**src/rtl/fdc_rate_pkg.sv**
```systemverilog
package fdc_rate_pkg;
  localparam int ADDR_W   = 3;
  localparam int DATA_W   = 8;
  localparam logic [ADDR_W-1:0] OFS_SEL    = 3'd4; // select write / status read
  localparam logic [ADDR_W-1:0] OFS_DATA   = 3'd5;
  localparam logic [ADDR_W-1:0] OFS_SHADOW = 3'd6;
  localparam logic [ADDR_W-1:0] OFS_CCR    = 3'd7;
  localparam logic [DATA_W-1:0] SEL_RESET  = 8'h02;

  typedef struct packed {
    logic selWr;
    logic ccrWr;
    logic lpExit;
    logic shadowRd;
  } strobes_t;
endpackage

```
**src/rtl/fdc_rate_decode.sv**
```systemverilog
module fdc_rate_decode
  import fdc_rate_pkg::*;
(
  input  logic              clk,
  input  logic              rstN,
  input  logic [ADDR_W-1:0] busAddr,
  input  logic              busWr,
  input  logic              busRd,
  output strobes_t          strobes
);
  logic hitSel, hitData, hitShadow, hitCcr;

  always_comb begin
    hitSel    = (busAddr == OFS_SEL);
    hitData   = (busAddr == OFS_DATA);
    hitShadow = (busAddr == OFS_SHADOW);
    hitCcr    = (busAddr == OFS_CCR);
    strobes.selWr    = busWr && hitSel;
    strobes.ccrWr    = busWr && hitCcr;
    strobes.lpExit   = (busRd && hitSel) || ((busRd || busWr) && hitData);
    strobes.shadowRd = busRd && hitShadow;
  end

  // select register has no read path; only the shadow strobe reads
  assert_one_target_R7: assert property (@(posedge clk) disable iff (!rstN)
    $onehot0({strobes.selWr, strobes.ccrWr, strobes.shadowRd}));
endmodule

```
**src/rtl/fdc_rate_regs.sv**
```systemverilog
module fdc_rate_regs
  import fdc_rate_pkg::*;
(
  input  logic              clk,
  input  logic              rstN,
  input  strobes_t          strobes,
  input  logic [DATA_W-1:0] busWdata,
  output logic [DATA_W-1:0] busRdata,
  output logic [1:0]        rateCode,
  output logic [2:0]        precompCode,
  output logic              lowPower,
  output logic              swResetPulse
);
  logic [DATA_W-1:0] shadowReg;

  always_ff @(posedge clk or negedge rstN) begin
    if (!rstN) begin
      rateCode     <= SEL_RESET[1:0];
      precompCode  <= SEL_RESET[4:2];
      lowPower     <= 1'b0;
      swResetPulse <= 1'b0;
      shadowReg    <= SEL_RESET;
    end else begin
      swResetPulse <= strobes.selWr && busWdata[7];
      if (strobes.selWr) begin
        rateCode    <= busWdata[1:0];
        precompCode <= busWdata[4:2];
        lowPower    <= busWdata[6] && !busWdata[7];
        shadowReg   <= {1'b0, busWdata[6:0]};
      end else begin
        if (strobes.ccrWr) rateCode <= busWdata[1:0];
        if (strobes.lpExit) lowPower <= 1'b0;
      end
    end
  end

  always_comb busRdata = strobes.shadowRd ? shadowReg : '0;

  assert_ccr_rate_only_R3: assert property (@(posedge clk) disable iff (!rstN)
    strobes.ccrWr |=> $stable(precompCode) && $stable(lowPower) && $stable(shadowReg));
  assert_pulse_after_write_R5: assert property (@(posedge clk) disable iff (!rstN)
    swResetPulse |-> !lowPower);
  assert_lp_exit_R6: assert property (@(posedge clk) disable iff (!rstN)
    (strobes.lpExit && !strobes.selWr) |=> !lowPower);
  assert_shadow_top_clear_R2: assert property (@(posedge clk) disable iff (!rstN)
    strobes.shadowRd |-> !busRdata[7]);
endmodule

```
**src/rtl/fdc_rate_ctrl.sv**
```systemverilog
module fdc_rate_ctrl
  import fdc_rate_pkg::*;
(
  input  logic              clk,
  input  logic              rstN,
  input  logic [ADDR_W-1:0] busAddr,
  input  logic              busWr,
  input  logic              busRd,
  input  logic [DATA_W-1:0] busWdata,
  output logic [DATA_W-1:0] busRdata,
  output logic [1:0]        rateCode,
  output logic [2:0]        precompCode,
  output logic              lowPower,
  output logic              swResetPulse
);
  strobes_t strobes;

  fdc_rate_decode u_decode (
    .clk(clk), .rstN(rstN), .busAddr(busAddr),
    .busWr(busWr), .busRd(busRd), .strobes(strobes)
  );

  fdc_rate_regs u_regs (
    .clk(clk), .rstN(rstN), .strobes(strobes), .busWdata(busWdata),
    .busRdata(busRdata), .rateCode(rateCode), .precompCode(precompCode),
    .lowPower(lowPower), .swResetPulse(swResetPulse)
  );
endmodule

```
**config.mk**
```make
export PLATFORM = sky130hd
export DESIGN_NAME = fdc_rate_ctrl
export DESIGN_NICKNAME = d
export VERILOG_FILES = /design/src/rtl/fdc_rate_pkg.sv /design/src/rtl/fdc_rate_decode.sv /design/src/rtl/fdc_rate_regs.sv /design/src/rtl/fdc_rate_ctrl.sv
export SDC_FILE = /design/constraint.sdc
export NUM_CORES = 1
export LEC_CHECK = 0
export ABC_CLOCK_PERIOD_IN_PS = 1100
export CAP_MARGIN = 20
export CORE_AREA = 4 4 41 43
export CTS_CLUSTER_DIAMETER = 60
export DETAILED_ROUTE_END_ITERATION = 16
export DIE_AREA = 0 0 45 47
export DONT_BUFFER_PORTS = 1
export HOLD_SLACK_MARGIN = 0.1
export SYNTH_ARGS = -nofsm -noshare
export SYNTH_HDL_FRONTEND = slang
export SYNTH_HIERARCHICAL = 1
export SYNTH_SLANG_ARGS = --single-unit
```
**constraint.sdc**
```tcl
create_clock -name clk -period 1.1 [get_ports clk]
set_input_delay 0.11 -clock clk [delete_from_list [all_inputs] [get_ports clk]]
set_output_delay 0.11 -clock clk [all_outputs]
set_load 0.05 [all_outputs]
```
==> impl_metrics.toml <==
[die]
die_h_um = 47
ios = 30
rows = 13
dieArea_mm2 = 0.002115
die_x_um = 45
initial_core_util = 0.4433
fp.coreArea_mm2 = 0.001301

[run]
maxCapViolCount = 0

[placement]
dp.cells = 68
gp_congestion = 0.7511
numPortBuffers = 0
dp_slack_ps = 85.04
placed_area_um2 = 754.5
dp_hpwl_um = 979.3

[critical_path]
worst_ep_required_time_ps = 990
crit_type = "flip-flop to output port"
reg2reg_setup_slack_ps = 80
rr_endpoint = "u_regs/precompCode[1]"
cp_max_fo = 2
start_kind = "flip-flop"
endpoint_kind = "output port"
regToRegStartpoint = "u_regs/precompCode[1]"
r2r_cells = 3
arrival_ps = 1080

[grt]
grt_pass1_vias = 459
grt_max_degree = 12
grt-ovfl-total = 0
grt.total_usage = 0.1438
grt_pass1_wl_um = 2063
antenna_found_initial = 0

[cells_and_area]
antenna_cells = 0
layout_commonest_cell = "buf_4"
stdcell_area_um2 = 954.7
final_cell_mix = "buf_4, dlygate4sd3_1, dfrtp_1"
layout-drive-gt1-share = 0.5811
syn_to_final_growth_pct = 65.51
final_cells = 89
nets = 90

[yosys]
ys_types = 18
synth_seq_area_share = 0.4816
ys_warn_count = 6
synth_compound_area_frac = 0.02603
avgSynthCellArea_um2 = 13.41
synth_top_family_by_area = "multiplexers"
yosys_register_bits = 11
yosys.area_share.xor_xnor = 0
syn_area_um2 = 576.8
yosys.area_share.adder = 0
syn_nets = 58
synth-simple-area-share = 0.1866
syn_inst = 43
synth_mux_area_frac = 0.2213

[sta]
slew_viol_final = 0
finalHoldViolCount = 0
period_share = 1.085
fin_hold_ws_ps = 199.0
period_minus_slack_ps = 1194
tightest_slew_ps = 511.4
relSlewSlack = 0.6579
rsz0062_at_grt = "true"
setup_viol = 6
fin_skew_ps = 0
finalWorstSetupSlack_ps = -93.72
fmax_mhz = 837.7

[status]
violations = "negative setup slack"
status = "finished, violations left"

[route]
drt-pass1-iter-count = 3
wl_per_cell_um = 15.40
drt_iter0_markers = 6
remaining_drc_errors = 0
wl_um = 1371
drt.antenna.violating_nets = 0
viasPerCell = 4.933
num_vias = 439

[clocking]
path_clk_slew_ps = 70
cts_root_buffer = "clkbuf_4"
cts-buffers-inserted = 3
cts-htree-levels = 1
clk_path_buf_depth = 2
clock-sinks = 11
cts_tree = "built"
clk_latency_ps = 270

[power_and_ir_drop]
leakagePower_nw = 0.4414
vdd_drop_max_mv = 0.7869
finalPower_w = 0.001409
powerDensity_mw_per_mm2 = 1476

[min_path]
hold_depth = 3
holdPathEnd = "u_regs/lowPower"
min_path_type = "input pin to flip-flop"
min-delay-start = "busAddr[2]"
[per-layer routing]
layer  up-vias  routed length [µm]  track usage
met1       207                 456       0.1455
met3         4                 118      0.04598
li1        204                   -            -
met4         0                  42      0.08772
met5         -                   0            0
met2        24                 755       0.2571
[registers in the layout, indices dropped and copies added, names as in the netlist]
name	count
u_regs/lowPower	1
u_regs/precompCode	2
u_regs/rateCode	2
u_regs/shadowReg	5
u_regs/swResetPulse	1
[Yosys cell counts]
| master | n | share of area |
|---|---|---|
| mux2_4 | 7 | 0.18 |
| dfstp_2 | 2 | 0.091 |
| and4b_2 | 1 | 0.020 |
| dfrtp_1 | 9 | 0.39 |
| and2_1 | 7 | 0.076 |
| a21oi_1 | 1 | 0.0087 |
| nor2_2 | 1 | 0.011 |
| and4_2 | 1 | 0.017 |
| buf_4 | 4 | 0.052 |
| and2_2 | 1 | 0.013 |
| nor3b_2 | 1 | 0.022 |
| conb_1 | 1 | 0.0065 |
| nor2_1 | 1 | 0.0065 |
| mux2_2 | 2 | 0.039 |
| and4bb_2 | 1 | 0.022 |
| buf_6 | 1 | 0.020 |
| inv_1 | 1 | 0.0065 |
| a32o_1 | 1 | 0.017 |
[final cells by class]
class | count | area [µm²]
fill | 78 | 346.6
tap | 15 | 18.77
sequential | 11 | 277.8
clock buffer | 4 | 26.28
inverter | 1 | 3.754
multi-input combinational | 26 | 256.5
timing repair buffer | 32 | 371.6
[power breakdown]
part | switching, W | internal, W | total, W
Clock | 0.000136 | 0.000140 | 0.000276
Sequential | 0.0000506 | 0.000493 | 0.000544
Combinational | 0.000289 | 0.000299 | 0.000589
Total | 0.000476 | 0.000933 | 0.00141
[timing repair]
action                                  in CTS  in global routing
endpoints found under the hold margin       22                  0
pin swaps                                    0                  0
endpoints found under the setup margin       8                  9
resized for setup                            2                  4
hold buffers                                10                  0
setup buffers                                4                  3
gates cloned                                 0                  0
[logic make-up (layout without fill, tap and decap cells)]
kind of cell / after synthesis / after routing
AO/OA/AOI/OAI: 2 / 2
buffers and inverters: 6 / 37
flip-flops: 11 / 11
multiplexers: 9 / 9
other: 1 / 1
AND/OR/NAND/NOR: 14 / 14
[stage by stage]
step | TNS (ps) | utilization
final | -147.0 | 0.7337
after global routing | -453.3 | 0.7337
after CTS | -194.8 | 0.7048
after detailed placement | 0 | 0.5798
after global placement | 0 | 0.5798
after floorplan | 0 | -
[critical path, cell delays in order (launching register included)]
cell and delay [ps]:
dfstp_2 540, and2_4 150, buf_12 130
[worst max path at each step]
stage                                endpoint                 from  depth (start not counted)
final                             busRdata[1]  u_regs/shadowReg[1]                          2
after global routing              busRdata[1]  u_regs/shadowReg[1]                          2
after CTS                         busRdata[1]  u_regs/shadowReg[1]                          2
after detailed placement  u_regs/shadowReg[4]           busAddr[0]                          3
after global placement    u_regs/shadowReg[4]           busAddr[0]                          3
after floorplan                   busRdata[1]  u_regs/shadowReg[1]                          1
No activity file was read; power rests on OpenSTA's default activity.
